## src/rtl/scan_pkg.sv

```systemverilog
package scan_pkg;
  typedef enum logic [1:0] {
    PH_SYNC  = 2'd0,
    PH_BEGIN = 2'd1,
    PH_DATA  = 2'd2,
    PH_END   = 2'd3
  } scan_phase_e;
endpackage

```

## src/rtl/scan_cfg_hold.sv

```systemverilog
module scan_cfg_hold #(
  parameter int W = 8
) (
  input  logic         clk,
  input  logic         rst,
  input  logic         load,
  input  logic [W-1:0] d,
  output logic [W-1:0] q
);
  // Shadow copy: refreshed during reset and on the final pixel of a frame.
  always_ff @(posedge clk) begin
    if (rst || load) q <= d;
  end

  // between frame boundaries the shadow must not move
  a_r13_shadow_steady: assert property (@(posedge clk) disable iff (rst)
    (!$past(load) && !$past(rst)) |-> $stable(q));
endmodule

```

## src/rtl/scan_timebase.sv

```systemverilog
module scan_timebase #(
  parameter int LW  = 14,
  parameter int FLW = 14
) (
  input  logic           clk,
  input  logic           rst,
  input  logic [LW-1:0]  line_len,
  input  logic [FLW-1:0] frame_len,
  output logic [LW-1:0]  px,
  output logic [FLW-1:0] ln,
  output logic           line_last,
  output logic           frame_last
);
  // A zero length behaves as one, so the counters can never stall.
  assign line_last  = (px + LW'(1)) >= line_len;
  assign frame_last = line_last && ((ln + FLW'(1)) >= frame_len);

  always_ff @(posedge clk) begin
    if (rst) begin
      px <= '0;
      ln <= '0;
    end else if (line_last) begin
      px <= '0;
      ln <= frame_last ? '0 : ln + FLW'(1);
    end else begin
      px <= px + LW'(1);
    end
  end

  a_r1_px_limit: assert property (@(posedge clk) disable iff (rst)
    (px < line_len) || (px == '0));
  a_r2_ln_limit: assert property (@(posedge clk) disable iff (rst)
    (ln < frame_len) || (ln == '0));
  a_r1_line_restart: assert property (@(posedge clk) disable iff (rst)
    line_last |=> (px == '0));
endmodule

```

## src/rtl/scan_phase_dec.sv

```systemverilog
module scan_phase_dec
  import scan_pkg::*;
#(
  parameter int W = 8
) (
  input  logic [W-1:0] pos,
  input  logic [W-1:0] b1,
  input  logic [W-1:0] b2,
  input  logic [W-1:0] b3,
  output scan_phase_e  phase
);
  // Boundaries are cumulative, so an empty phase has no positions.
  always_comb begin
    if (pos < b1)      phase = PH_SYNC;
    else if (pos < b2) phase = PH_BEGIN;
    else if (pos < b3) phase = PH_DATA;
    else               phase = PH_END;
  end
endmodule

```

## src/rtl/scan_gate.sv

```systemverilog
module scan_gate #(
  parameter int HW  = 12,
  parameter int LW  = 14,
  parameter int FLW = 14
) (
  input  logic           clk,
  input  logic           rst,
  input  logic [LW-1:0]  px,
  input  logic [LW-1:0]  line_len,
  input  logic [FLW-1:0] ln,
  input  logic [FLW-1:0] f1,
  input  logic [FLW-1:0] f2,
  input  logic [FLW-1:0] f3,
  input  logic [FLW-1:0] f4,
  input  logic [HW-1:0]  gclk_high,
  input  logic [HW-1:0]  gclk_offset,
  input  logic           sp_mode,
  input  logic [HW-1:0]  sp_offset,
  input  logic           oe_mode,
  input  logic [HW-1:0]  oe_delay,
  input  logic           sp_pol,
  input  logic           oe_pol,
  output logic           gate_clk,
  output logic           gate_start,
  output logic           gate_oe
);
  // Distance of px past a shift point, wrapped into one line.
  function automatic logic [LW-1:0] rel_pos(input logic [LW-1:0] x,
                                            input logic [LW-1:0] s,
                                            input logic [LW-1:0] len);
    rel_pos = (x >= s) ? (x - s) : (x + len - s);
  endfunction

  logic [LW-1:0] goff_x, high_x, spoff_x, oe_shift, clk_ph, oe_ph;
  logic [LW:0]   shift_sum;
  logic          clk_c, oe_pulse, sp_c, oe_c;

  assign goff_x  = LW'(gclk_offset);
  assign high_x  = LW'(gclk_high);
  assign spoff_x = LW'(sp_offset);
  assign shift_sum = {1'b0, goff_x} + (LW+1)'(oe_delay);
  assign oe_shift  = (shift_sum >= {1'b0, line_len}) ? LW'(shift_sum - {1'b0, line_len})
                                                      : LW'(shift_sum);
  assign clk_ph   = rel_pos(px, goff_x, line_len);
  assign oe_ph    = rel_pos(px, oe_shift, line_len);
  assign clk_c    = clk_ph < high_x;
  assign oe_pulse = oe_ph < high_x;

  always_comb begin
    if (sp_mode) sp_c = ln < f1;
    else         sp_c = ((ln == f1) && (px >= spoff_x)) ||
                        ((ln == f1 + FLW'(1)) && (px < spoff_x));
    if (oe_mode) oe_c = (ln >= f2) && (ln < f3) && oe_pulse;
    else         oe_c = (ln >= f1) && (ln < f4);
  end

  always_ff @(posedge clk) begin
    if (rst) begin
      gate_clk   <= 1'b0;
      gate_start <= ~sp_pol;
      gate_oe    <= ~oe_pol;
    end else begin
      gate_clk   <= clk_c;
      gate_start <= ~(sp_c ^ sp_pol);
      gate_oe    <= ~(oe_c ^ oe_pol);
    end
  end
endmodule

```

## src/rtl/scan_src.sv

```systemverilog
module scan_src #(
  parameter int HW = 12,
  parameter int LW = 14,
  parameter int SW = 8
) (
  input  logic          clk,
  input  logic          rst,
  input  logic [LW-1:0] px,
  input  logic [HW-1:0] line_sync,
  input  logic [SW-1:0] soe1_delay,
  input  logic [SW-1:0] soe1_width,
  input  logic [SW-1:0] soe2_delay,
  input  logic [SW-1:0] soe2_width,
  input  logic          le_pol,
  input  logic          soe1_pol,
  input  logic          soe2_pol,
  output logic          src_le,
  output logic          src_oe1,
  output logic          src_oe2
);
  localparam int PW = LW + 1;

  logic [PW-1:0] pos, s1, e1, s2, e2;
  logic          le_c, a1_c, a2_c;

  // Pulse edges chain off the latch-enable fall at the end of line sync.
  assign pos = PW'(px);
  assign s1  = PW'(line_sync) + PW'(soe1_delay);
  assign e1  = s1 + PW'(soe1_width);
  assign s2  = e1 + PW'(soe2_delay);
  assign e2  = s2 + PW'(soe2_width);

  assign le_c = pos < PW'(line_sync);
  assign a1_c = (pos >= s1) && (pos < e1);
  assign a2_c = (pos >= s2) && (pos < e2);

  always_ff @(posedge clk) begin
    if (rst) begin
      src_le  <= ~le_pol;
      src_oe1 <= ~soe1_pol;
      src_oe2 <= ~soe2_pol;
    end else begin
      src_le  <= ~(le_c ^ le_pol);
      src_oe1 <= ~(a1_c ^ soe1_pol);
      src_oe2 <= ~(a2_c ^ soe2_pol);
    end
  end

  // the first pulse never overlaps the latch enable
  a_r8_le_before_oe1: assert property (@(posedge clk) disable iff (rst)
    (src_le == $past(le_pol)) |-> (src_oe1 != $past(soe1_pol)));
  // the second pulse never overlaps the first
  a_r9_oe_pulses_apart: assert property (@(posedge clk) disable iff (rst)
    (src_oe1 == $past(soe1_pol)) |-> (src_oe2 != $past(soe2_pol)));
endmodule

```

## src/rtl/panel_scan_timing.sv

```systemverilog
module panel_scan_timing
  import scan_pkg::*;
#(
  parameter int HW     = 12,
  parameter int FW     = 8,
  parameter int VW     = 11,
  parameter int HOLD_W = 9,
  parameter int SW     = 8
) (
  input  logic              clk,
  input  logic              rst,
  input  logic [HW-1:0]     cfg_line_sync,
  input  logic [HW-1:0]     cfg_line_begin,
  input  logic [HW-1:0]     cfg_line_data,
  input  logic [HW-1:0]     cfg_line_end,
  input  logic [FW-1:0]     cfg_frame_sync,
  input  logic [FW-1:0]     cfg_frame_begin,
  input  logic [VW-1:0]     cfg_frame_data,
  input  logic [FW-1:0]     cfg_frame_end,
  input  logic [HOLD_W-1:0] cfg_holdoff,
  input  logic [HW-1:0]     cfg_gclk_high,
  input  logic [HW-1:0]     cfg_gclk_offset,
  input  logic              cfg_sp_mode,
  input  logic [HW-1:0]     cfg_sp_offset,
  input  logic              cfg_oe_mode,
  input  logic [HW-1:0]     cfg_oe_delay,
  input  logic [SW-1:0]     cfg_soe1_delay,
  input  logic [SW-1:0]     cfg_soe1_width,
  input  logic [SW-1:0]     cfg_soe2_delay,
  input  logic [SW-1:0]     cfg_soe2_width,
  input  logic              cfg_sp_pol,
  input  logic              cfg_oe_pol,
  input  logic              cfg_le_pol,
  input  logic              cfg_soe1_pol,
  input  logic              cfg_soe2_pol,
  output logic              gate_clk,
  output logic              gate_start,
  output logic              gate_oe,
  output logic              src_le,
  output logic              src_oe1,
  output logic              src_oe2,
  output logic [1:0]        line_phase,
  output logic [1:0]        frame_phase,
  output logic              frame_done
);
  localparam int LW   = HW + 2;
  localparam int MX1  = (VW > FW) ? VW : FW;
  localparam int MX2  = (MX1 > HOLD_W) ? MX1 : HOLD_W;
  localparam int FLW  = MX2 + 3;
  localparam int CFGW = 8*HW + 3*FW + VW + HOLD_W + 4*SW + 7;

  logic [CFGW-1:0] cfg_d, cfg_q;

  logic [HW-1:0]     s_line_sync, s_line_begin, s_line_data, s_line_end;
  logic [FW-1:0]     s_frame_sync, s_frame_begin, s_frame_end;
  logic [VW-1:0]     s_frame_data;
  logic [HOLD_W-1:0] s_holdoff;
  logic [HW-1:0]     s_gclk_high, s_gclk_offset, s_sp_offset, s_oe_delay;
  logic              s_sp_mode, s_oe_mode;
  logic [SW-1:0]     s_soe1_delay, s_soe1_width, s_soe2_delay, s_soe2_width;
  logic              s_sp_pol, s_oe_pol, s_le_pol, s_soe1_pol, s_soe2_pol;

  assign cfg_d = {cfg_line_sync, cfg_line_begin, cfg_line_data, cfg_line_end,
                  cfg_frame_sync, cfg_frame_begin, cfg_frame_data, cfg_frame_end,
                  cfg_holdoff, cfg_gclk_high, cfg_gclk_offset, cfg_sp_mode,
                  cfg_sp_offset, cfg_oe_mode, cfg_oe_delay, cfg_soe1_delay,
                  cfg_soe1_width, cfg_soe2_delay, cfg_soe2_width, cfg_sp_pol,
                  cfg_oe_pol, cfg_le_pol, cfg_soe1_pol, cfg_soe2_pol};

  assign {s_line_sync, s_line_begin, s_line_data, s_line_end,
          s_frame_sync, s_frame_begin, s_frame_data, s_frame_end,
          s_holdoff, s_gclk_high, s_gclk_offset, s_sp_mode,
          s_sp_offset, s_oe_mode, s_oe_delay, s_soe1_delay,
          s_soe1_width, s_soe2_delay, s_soe2_width, s_sp_pol,
          s_oe_pol, s_le_pol, s_soe1_pol, s_soe2_pol} = cfg_q;

  logic           line_last, frame_last;
  logic [LW-1:0]  px;
  logic [FLW-1:0] ln;

  scan_cfg_hold #(.W(CFGW)) u_hold (
    .clk (clk), .rst (rst), .load (frame_last), .d (cfg_d), .q (cfg_q)
  );

  // Cumulative phase boundaries within a line and within a frame.
  logic [LW-1:0]  hb1, hb2, hb3, line_len;
  logic [FLW-1:0] vb1, vb2, vb3, vb4, frame_len;

  assign hb1      = LW'(s_line_sync);
  assign hb2      = hb1 + LW'(s_line_begin);
  assign hb3      = hb2 + LW'(s_line_data);
  assign line_len = hb3 + LW'(s_line_end);

  assign vb1       = FLW'(s_frame_sync);
  assign vb2       = vb1 + FLW'(s_frame_begin);
  assign vb3       = vb2 + FLW'(s_frame_data);
  assign vb4       = vb3 + FLW'(s_frame_end);
  assign frame_len = vb4 + FLW'(s_holdoff);

  scan_timebase #(.LW(LW), .FLW(FLW)) u_tb (
    .clk (clk), .rst (rst), .line_len (line_len), .frame_len (frame_len),
    .px (px), .ln (ln), .line_last (line_last), .frame_last (frame_last)
  );

  scan_phase_e lph_c, fph_c, lph_q, fph_q;

  scan_phase_dec #(.W(LW)) u_hdec (
    .pos (px), .b1 (hb1), .b2 (hb2), .b3 (hb3), .phase (lph_c)
  );
  scan_phase_dec #(.W(FLW)) u_vdec (
    .pos (ln), .b1 (vb1), .b2 (vb2), .b3 (vb3), .phase (fph_c)
  );

  scan_gate #(.HW(HW), .LW(LW), .FLW(FLW)) u_gate (
    .clk (clk), .rst (rst), .px (px), .line_len (line_len), .ln (ln),
    .f1 (vb1), .f2 (vb2), .f3 (vb3), .f4 (vb4),
    .gclk_high (s_gclk_high), .gclk_offset (s_gclk_offset),
    .sp_mode (s_sp_mode), .sp_offset (s_sp_offset),
    .oe_mode (s_oe_mode), .oe_delay (s_oe_delay),
    .sp_pol (s_sp_pol), .oe_pol (s_oe_pol),
    .gate_clk (gate_clk), .gate_start (gate_start), .gate_oe (gate_oe)
  );

  scan_src #(.HW(HW), .LW(LW), .SW(SW)) u_src (
    .clk (clk), .rst (rst), .px (px), .line_sync (s_line_sync),
    .soe1_delay (s_soe1_delay), .soe1_width (s_soe1_width),
    .soe2_delay (s_soe2_delay), .soe2_width (s_soe2_width),
    .le_pol (s_le_pol), .soe1_pol (s_soe1_pol), .soe2_pol (s_soe2_pol),
    .src_le (src_le), .src_oe1 (src_oe1), .src_oe2 (src_oe2)
  );

  always_ff @(posedge clk) begin
    if (rst) begin
      lph_q      <= PH_SYNC;
      fph_q      <= PH_SYNC;
      frame_done <= 1'b0;
    end else begin
      lph_q      <= lph_c;
      fph_q      <= fph_c;
      frame_done <= (px == '0) && (ln == vb3) && (vb3 < frame_len);
    end
  end

  assign line_phase  = lph_q;
  assign frame_phase = fph_q;

  // the blanking flag only appears inside the blanking phase
  a_r12_done_in_blank: assert property (@(posedge clk) disable iff (rst)
    frame_done |-> (fph_q == PH_END));
  // in whole-sync mode an active start pulse implies frame sync
  a_r5_sp_in_sync: assert property (@(posedge clk) disable iff (rst)
    ($past(s_sp_mode) && (gate_start == $past(s_sp_pol))) |-> (fph_q == PH_SYNC));
  // in scan-window mode the gate enable is idle during frame sync
  a_r6_oe_off_in_sync: assert property (@(posedge clk) disable iff (rst)
    (!$past(s_oe_mode) && (fph_q == PH_SYNC)) |-> (gate_oe != $past(s_oe_pol)));
  // in delayed-clock mode the gate enable is confined to data lines
  a_r7_oe_in_data: assert property (@(posedge clk) disable iff (rst)
    ($past(s_oe_mode) && (gate_oe == $past(s_oe_pol))) |-> (fph_q == PH_DATA));
endmodule

```

## config.mk

```make
export PLATFORM = sky130hd
export DESIGN_NAME = panel_scan_timing
export DESIGN_NICKNAME = d
export VERILOG_FILES = /design/src/rtl/scan_pkg.sv /design/src/rtl/scan_cfg_hold.sv /design/src/rtl/scan_timebase.sv /design/src/rtl/scan_phase_dec.sv /design/src/rtl/scan_gate.sv /design/src/rtl/scan_src.sv /design/src/rtl/panel_scan_timing.sv
export SDC_FILE = /design/constraint.sdc
export NUM_CORES = 1
export LEC_CHECK = 0
export ABC_AREA = 1
export BUFFER_PORTS_ARGS = -buffer_cell sky130_fd_sc_hd__clkbuf_2
export CAP_MARGIN = 20
export CORE_UTILIZATION = 50
export DETAILED_ROUTE_END_ITERATION = 12
export PLACE_DENSITY = 0.69
export SLEW_MARGIN = 20
export SYNTH_ARGS = -nofsm -noshare
export SYNTH_HDL_FRONTEND = slang
export SYNTH_SLANG_ARGS = --single-unit
```

## constraint.sdc

```tcl
create_clock -name clk -period 22.5 [get_ports clk]
set_clock_uncertainty 0.05 [all_clocks]
set_input_delay 1.125 -clock clk [delete_from_list [all_inputs] [get_ports clk]]
set_output_delay 1.125 -clock clk [all_outputs]
set_load 0.01 [all_outputs]
```

Word level (Yosys, flattened, before mapping)
Index checks and enable logic that the tools add are counted.
Cells by class
  mux-type cells: 15
  equal/unequal tests: 3
  bitwise operators: 15
  $lt $le $gt $ge: 24
  add/sub/neg operators: 21
  multipliers: 0
  reduce and logical (&&, ||, !) cells: 18
  divide/modulo/power cells: 0
  shift-type cells: 0
Operators by type and width (number)
  $lt A14 B12 Y1: 6
  $mux W14: 4
  $add A15 B8 Y15: 3
  $ge A14 B14 Y1: 3
  $sub A14 B14 Y14: 3
  $ge A14 B15 Y1: 2
  $lt A14 B15 Y1: 2
  $add A14 B1 Y14 const B: 2
  $ge A14 B12 Y1: 2
  $lt A14 B13 Y1: 2
  $sub A14 B12 Y14: 2
  $add A12 B12 Y13: 2
  $add A12 B8 Y13: 2
  $ge A15 B14 Y1: 1
  $add A13 B12 Y14: 1
  $add A13 B9 Y14: 1
  $add A14 B12 Y14: 1
  $add A14 B14 Y14: 1
  $eq A14 B12 Y1: 1
  $eq A14 B14 Y1: 1
  $eq A14 B8 Y1: 1
  $ge A14 B8 Y1: 1
  $ge A14 B9 Y1: 1
  $logic_not A14 Y1: 1
  14 further kinds: 50
Word-level totals
  word-level logic and storage cells: 110
  output and inout bits: 11
  input bits: 181
  RAM bits: 0
  bits in latches: 0
  register bits after elaboration: 218
  memories: 0
  ROM bits: 0

Logic depth before layout (Yosys ltp)
Gate-level depths: netlist (run 1).
  depth in word-level cells: 13
  gate-level depth with buffers: 66
  mapped depth without buffers: 66

Cells and area by module
Synthesis (run 1) repeated with hierarchy kept, for this count alone.
Second synthesis, totals
  cells, all modules: 3328
  area total of the unflattened synthesis: 25172.9 um^2
By module, submodules not included
  scan_gate: seq. area each 60.1 um^2, area each 7642.3 um^2, times used 1, cells each 1269
  scan_cfg_hold: seq. area each 5375.2 um^2, area each 5386.4 um^2, times used 1, cells each 182
  panel_scan_timing: seq. area each 100.1 um^2, area each 4051.4 um^2, times used 1, cells each 638
  scan_src: seq. area each 60.1 um^2, area each 3538.4 um^2, times used 1, cells each 510
  scan_timebase: seq. area each 560.5 um^2, area each 2297.2 um^2, times used 1, cells each 333
  scan_phase_dec: seq. area each 0.0 um^2, area each 1128.6 um^2, times used 2, cells each 198

Least setup slack after synthesis (run 1)
Ideal clock, no wire load.
  path type: flip-flop to flip-flop
  from: reg u_hold.q[167]
  to: reg u_gate.gate_oe
  path slack: 14.199 ns
  setup time: 0.112 ns
  data arrival time: 8.139 ns
  data required time: 22.338 ns
  clock period less this slack: 8.301 ns
  path buffers: 3
  stages on the path, launching flop included: 58
  cell sequence: edfxtp_1 ha_1 fa_1 nand3_1 nand2_1 nand2_1 nand2_1 a21oi_1 o21ai_0 xor2_1 ha_1 nand2_1 nor2_1 nand3_1 o2111ai_1 xor2_1 ha_1 a21o_1 [... 22 more ...] nor2_1 nand2_2 nand3_4 clkbuf_1 a22oi_1 ha_1 a21oi_1 nor2_1 a211oi_1 nor3_1 nor4_1 nand3_1 nor2_1 nand2_1 nand2_1 nand2_1 nand2_1 nand2_1
Between the ends
  word-level cells in the longest chain between the ends: 13
  elaborated cells between the ends (all ways): 17
  those cells by class: add/sub: 7; order compare: 3; mux: 4; bitwise: 2; reduce/logical: 1
Ends and longest elaborated chain
  from (decl): line scan_cfg_hold.sv:8  | output logic [W-1:0] q
  from (signal assigned): line scan_cfg_hold.sv:12  | if (rst || load) q <= d;
  $add A12 B12 Y13 (*): line panel_scan_timing.sv:90  | assign hb2 = hb1 + LW'(s_line_begin);
  $add A13 B12 Y14 (*): line panel_scan_timing.sv:91  | assign hb3 = hb2 + LW'(s_line_data);
  $add A14 B12 Y14 (*): line panel_scan_timing.sv:92  | assign line_len = hb3 + LW'(s_line_end);
  $sub A14 B14 Y14 / $ge A15 B14 Y1 (equally long branches): line scan_gate.sv:42  | assign oe_shift = (shift_sum >= {1'b0, line_len}) ? LW'(shift_sum - {1'b0, line_len})
  $mux W14: line scan_gate.sv:42
  $sub A14 B14 Y14 / $ge A14 B14 Y1 (equally long branches): line scan_gate.sv:31  | rel_pos = (x >= s) ? (x - s) : (x + len - s);
  $mux W14 (*): line scan_gate.sv:31
  $lt A14 B12 Y1 (*): line scan_gate.sv:47  | assign oe_pulse = oe_ph < high_x;
  $logic_and A1 B1 Y1 (*): line scan_gate.sv:53  | if (oe_mode) oe_c = (ln >= f2) && (ln < f3) && oe_pulse;
  $mux W1 (*): line scan_gate.sv:53
  $xor A1 B1 Y1 (*): line scan_gate.sv:65  | gate_oe <= ~(oe_c ^ oe_pol);
  $not A1 Y1 (*): line scan_gate.sv:65
  $mux W1 (*): line scan_gate.sv:58  | if (rst) begin
  to (signal assigned): line scan_gate.sv:61  | gate_oe <= ~oe_pol;
  to (signal assigned): line scan_gate.sv:65
  to (decl): line scan_gate.sv:25  | output logic gate_oe
Every way passes the cells marked *; elsewhere a longest branch is shown, timed or not.
A chain may end at the register's enable or synchronous reset.

Worst setup path in the final report (run 1)
Same ends and word-level chain as after synthesis.

==> out/qor.csv, run 1 <==
metric,value,unit
status,completed,
core region area,41200,sq um
syn_area_per_cell,8.21,sq um
RSZ-0062 raised after global routing,false,
Remaining DRCs,0,
"Hold-fix buffers, CTS",0,
relative slew slack,26.1,%
fraction of registers with async set or reset after synthesis,0,%
max_cap viols,0,
Synth top cells by count,"inv_1, nand2_1, ha_1",
CTS tree,built,
register area share after synthesis,29.2,%
"top cells by area, synth","edfxtp_1, ha_1, inv_1",
Hold Path Class,reg2reg,
Hold Fails Final Rpt,0,
Fmax,106,MHz
# IOs,192,
maximum vdd drop,0.103,mV
setup violators final,0,
Synth top area share,25.5,%
CP max stage cell,edfxtp_1,
synth warn,0,
max-slew violations,0,
H-tree levels,1,
gpl congestion,0.970,
post-route antenna net violation count,0,
Worst Setup Path Type,reg2reg,
total negative slack,0,ns
crit end category,flip-flop,
pin slew with the least headroom to its limit,1.11,ns
HPWL after DPL,48.2,mm
Post-synth EDFFs,179,
number of buffers added on ports,191,
Die ar.,43000,sq um
post-CTS sizing,0,
initial core utilization,51.2,%
filler cell count,3760,
"CP delay by family, top",simple AND/OR/NAND/NOR gates,
clock sinks,218,
GRT Total Usage,27.1,%
initial antenna violation count,0,
TritonCTS Buffers,26,
Skew-Pair Late Insertion Delay,0.59,ns
DRT iter0 DRCs,1011,
first-pass GRT wire length,92.1,mm
nets@finish,3381,
synthesized instance count,2568,
most frequent cell after synthesis,inv_1,
final cycle utilization of the critical path,41.8,%
1st-pass router iterations,5,
clock buffer depth,3,
cell taking the most area after synthesis,edfxtp_1,
WL per Instance,17.6,um
Worst Path Arrival,9.82,ns
site row count,74,
synthesized flop and latch total,218,
Via Count,18262,
clock transition at the registers of the reported paths,0.06,ns
library cells used by synthesis,60,
Die Width,207,um
Clock Tree Root,clkbuf_16,
pwr/cell area,146,nW/um^2
CP max FO,19,
Final Core Density,57.3,%
share of layout cells above drive strength 1,10.7,%
CP required,22.91,ns
ys flop type,edfxtp_1,
Die H,207,um
CP max stage delay,0.41,ns
drt via density,5.46,
pin count of the biggest net entering global routing,114,
Buffers & Inverters on Critical Path,4,
Mapped Area,21100,sq um
leakage power,12.2,nW
minimum clock period,9.41,ns
number of global-route vias before repair,17796,
cell mode on critical path,nand2_1,
Synth-to-Final Area Change,11.9,%
Post-Route WL,59.0,mm
gr ovfl total,0,
Post-CTS Setup Inserts,0,
worst hold slack,0.415,ns
CP startpoint kind,flip-flop,
## cell usage in the layout, fill, tap and decap left out, drive strengths merged, types with 10 or more instances in the layout
cell	count
a31oi	13
nor3	30
nor2	155
nand2	445
nand3	124
buf	12
ha	391
o221ai	10
a211oi	13
dfxtp	39
clkinv	14
edfxtp	179
o21ai	107
clkbuf	220
a221oi	12
fa	16
o21bai	26
xor2	140
inv	447
nand4	45
o211ai	11
xnor2	40
a21oi	234
## metrics by stage
step	setup slack, ns	cells	cell area (sq um)	power, mW
2_1_floorplan	14.20	2572	21100	2.38
3_3_place_gp	13.49	3297	22800	2.94
3_5_place_dp	13.20	3297	22800	3.00
4_1_cts	13.13	3345	23600	3.42
5_1_grt	12.21	3345	23600	3.79
6_report	13.09	3346	23600	3.43
## final timing paths
path                           start                endpoint  slack [ns]  depth (start not counted)
max          u_hold.q[167]$_DFFE_PP_  u_gate.gate_oe$_DFF_P_       13.09                         58
max reg2reg  u_hold.q[167]$_DFFE_PP_  u_gate.gate_oe$_DFF_P_       13.09                         58
min            u_hold.q[1]$_DFFE_PP_   u_src.src_oe1$_DFF_P_        0.41                          1
min reg2reg    u_hold.q[1]$_DFFE_PP_   u_src.src_oe1$_DFF_P_        0.41                          1
## area by class of cell
cell class	instances	area, sq um	share of cell area, %
multi-input combinational	1897	13200	56.0
sequential	218	6160	26.1
inverter	447	1690	7.14
timing repair buffer	203	1050	4.43
tap	532	666	2.82
clock buffer	29	662	2.80
clock inverter	19	161	0.684
antenna	1	2.50	0.0106
## cell families (layout without fill, tap and decap cells)
family	count (synthesis)	count (layout)	synth area share, %
AO/OA/AOI/OAI	468	468	12.9
XOR/XNOR	180	180	7.47
adder cells (fa/ha/maj)	407	407	24.7
buffers and inverters	457	698	8.19
flip-flops	218	218	29.2
multiplexers	3	3	0.142
other	1	6	0.0178
AND/OR/NAND/NOR	834	834	17.4
## state kept, by name, summed over array words and instances (netlist names)
register and flops:
u_src.src_oe1 1, u_gate.gate_start 1, frame_phase 2, u_src.src_oe2 1
u_tb.px 14, frame_done 1, u_src.src_le 1, u_tb.ln 14
line_phase 2, u_gate.gate_oe 1, u_gate.gate_clk 1, u_hold.q 179
## layer usage
layer	wire, um	track usage (%)	vias up
met5	0	0	-
met4	1920	9.11	0
met3	3090	4.04	104
met2	27100	45.5	471
met1	26800	35.6	8429
li1	-	-	9258
## report_power, final
part / internal (mW) / total [mW] / switching [mW]
Combinational: 0.948 / 2.56 / 1.61
Clock: 0.226 / 0.407 / 0.181
Sequential: 0.460 / 0.471 / 0.0114
(Power assumes the default switching activity.)
==> run 2: changes to the inputs <==
- ABC_AREA: 1 -> 0
- PLACE_DENSITY: 0.69 -> 0.72
- clock period: 22.5 -> 7.81 ns (I/O delays scaled with it)
==> run 2 against run 1 <==
  * The run now ends with setup timing left
  * Global-route usage up 2.2 points
  * Sequential share of layout area down 4.1 points
  * Synthesized cell count down 13%
  * Die area up 0.86%
  * Design area up 19%
  * First-iteration DRC count up 7.5%
  * Flip-flop and latch count unchanged
  * Critical path depth down 12
  * Cell count up 3.3%
  * Synthesized area up 0.87%
  * Core utilization up 9.6 points
  * Register-to-register slack worse by 14 ns
  * Largest cell class unchanged
==> out/qor.csv, run 2 <==
metric,value,unit
Clock Tree Root,clkbuf_16,
clock buffer depth,3,
max-slew violations,0,
worst hold start,u_hold.q[2]$_DFFE_PP_,
failing checks,setup timing,
synthesized flop and latch total,218,
Hold Fails Final Rpt,0,
filler cell count,3303,
most frequent cell after synthesis,ha_1,
initial core utilization,50.7,%
TritonCTS Buffers,26,
most flop-heavy register,u_hold.q,
CP max stage delay,0.51,ns
register area share after synthesis,28.9,%
Post-Route WL,63.9,mm
DRT iter0 DRCs,1087,
CP required,8.28,ns
site row count,75,
Post-synth EDFFs,179,
RR Startpoint,u_hold.q[167]$_DFFE_PP_,
number of global-route vias before repair,19697,
synth warn,0,
Largest regs,"u_hold.q: 179 flops, u_tb.ln: 14 flops, u_tb.px: 14 flops",
Die ar.,43400,sq um
1st-pass router iterations,5,
share of layout cells above drive strength 1,21.4,%
met3 wire length,2.61,mm
Worst Setup Path Type,reg2reg,
cell taking the most area after synthesis,edfxtp_1,
WL per Instance,18.5,um
Die H,208,um
HPWL after DPL,47.7,mm
Inserted Diodes,0,
fraction of registers with async set or reset after synthesis,0,%
minimum clock period,9.12,ns
Synth-to-Final Area Change,31.9,%
clock transition at the registers of the reported paths,0.06,ns
max reg flops,179,
clock sinks,218,
GRT Total Usage,29.3,%
Via Count,19148,
RSZ-0062 raised after global routing,true,
number of buffers added on ports,191,
worst setup margin,-1.31,ns
initial antenna violation count,0,
H-tree levels,1,
"top cells by area, synth","edfxtp_1, ha_1, xnor2_1",
status,"finished, violations left",
ys flop type,edfxtp_1,
pin slew with the least headroom to its limit,1.08,ns
CP max stage cell,or4_4,
M1 WL,26.7,mm
post-route antenna net violation count,0,
gpl congestion,0.972,
cell mode on critical path,nor2_1,
setup violators final,1,
Skew-Pair Late Insertion Delay,0.59,ns
Hold Path Class,reg2reg,
Placement Cell Area,25100,sq um
CP startpoint kind,flip-flop,
multi-input logic area,14500,sq um
pin count of the biggest net entering global routing,77,
Mapped Area,21300,sq um
CTS tree,built,
max_cap viols,0,
DR top layer,met4,
Die Width,208,um
core region area,41900,sq um
post-route cell area,28100,sq um
sequential cell area,6160,sq um
drt via density,5.54,
most frequent cells in the layout,"ha_1, buf_4, inv_1, clkbuf_2",
Synth top area share,25.3,%
Fmax,110,MHz
worst hold slack,0.406,ns
# IOs,192,
crit end category,flip-flop,
Met2 Wirelength,31.4,mm
gr ovfl total,0,
Remaining DRCs,0,
relative slew slack,25.8,%
first-pass GRT wire length,101,mm
nets@finish,3486,
Synth top cells by count,"ha_1, inv_1, edfxtp_1",
synthesized instance count,2235,
Worst Path Arrival,9.59,ns
library cells used by synthesis,104,
syn_area_per_cell,9.52,sq um
critical path startpoint,u_hold.q[167]$_DFFE_PP_,
CP max FO,15,
"most common cell after layout, fill and taps aside",ha_1,
final cycle utilization of the critical path,117,%
-- run 2: path summary, 6_finish.rpt --
| path | depth (start not counted) | slack, ns | end |
|---|---|---|---|
| setup / recovery | 46 | -1.31 | u_gate.gate_oe$_DFF_P_ |
| hold / removal | 1 | 0.41 | u_src.src_le$_DFF_P_ |
| setup reg to reg | 46 | -1.31 | u_gate.gate_oe$_DFF_P_ |
| hold reg to reg | 1 | 0.41 | u_src.src_le$_DFF_P_ |
-- run 2: layout make-up --
class | count | area share (%)
clock buffers | 30 | 2.44
clock inverters | 18 | 0.642
inverters | 250 | 3.35
multi-input cells | 1745 | 51.5
flip-flops and latches | 218 | 21.9
well taps | 539 | 2.40
repair buffers | 657 | 17.7
-- run 2: worst max-delay path: cells and delay by family, from the launching register on --
family                     cells  cell delay, ns
xor gates and xnor gates       4            0.58
AOI/OAI and AO/OA             18            3.63
adders and majority gates      7            1.85
buffers and inverters          4            0.51
DFF                            1            0.41
and+or+nand+nor               13            1.98
-- run 2: cells by family (layout without fill, tap and decap cells) --
logic type                 Yosys count  after routing  synth area share [%]
and+or+nand+nor                    477            477                  11.6
buffers and inverters              276            955                  5.02
xor gates and xnor gates           217            217                  9.04
AOI/OAI and AO/OA                  621            621                  19.9
muxes                               15             15                 0.870
DFF                                218            218                  28.9
adders and majority gates          410            410                  24.6
other                                1              5                0.0176
-- run 2: layer usage --
metal	GRT usage [%]	vias to the layer above
li1	-	9414
met1	35.4	9056
met5	0	-
met3	2.91	164
met4	13.7	0
met2	52.4	514
-- run 2: through the flow --
stage	setup WS, ns	setup TNS, ns	utilization (%)	cells
CTS	-1.21	-1.21	66.8	3456
global placement	-1.35	-1.35	59.8	3217
floorplan	-1.02	-1.02	-	2239
global route	-1.87	-2.11	66.9	3457
finish	-1.31	-1.31	66.9	3457
detailed placement	-1.59	-1.63	59.8	3217
-- run 2: timing repair --
item | CTS | global route
hold buffers | 179 | 0
endpoints found under the hold margin | 179 | 0
setup endpoints to repair | 2 | 2
pin swaps | 27 | 4
buffers inserted | 12 | 1
gates resized for setup | 34 | 8
Power of run 2 is left out: the tool's default activity adds up to more than one toggle a clock period on the data nets, which glitch-free logic cannot reach.
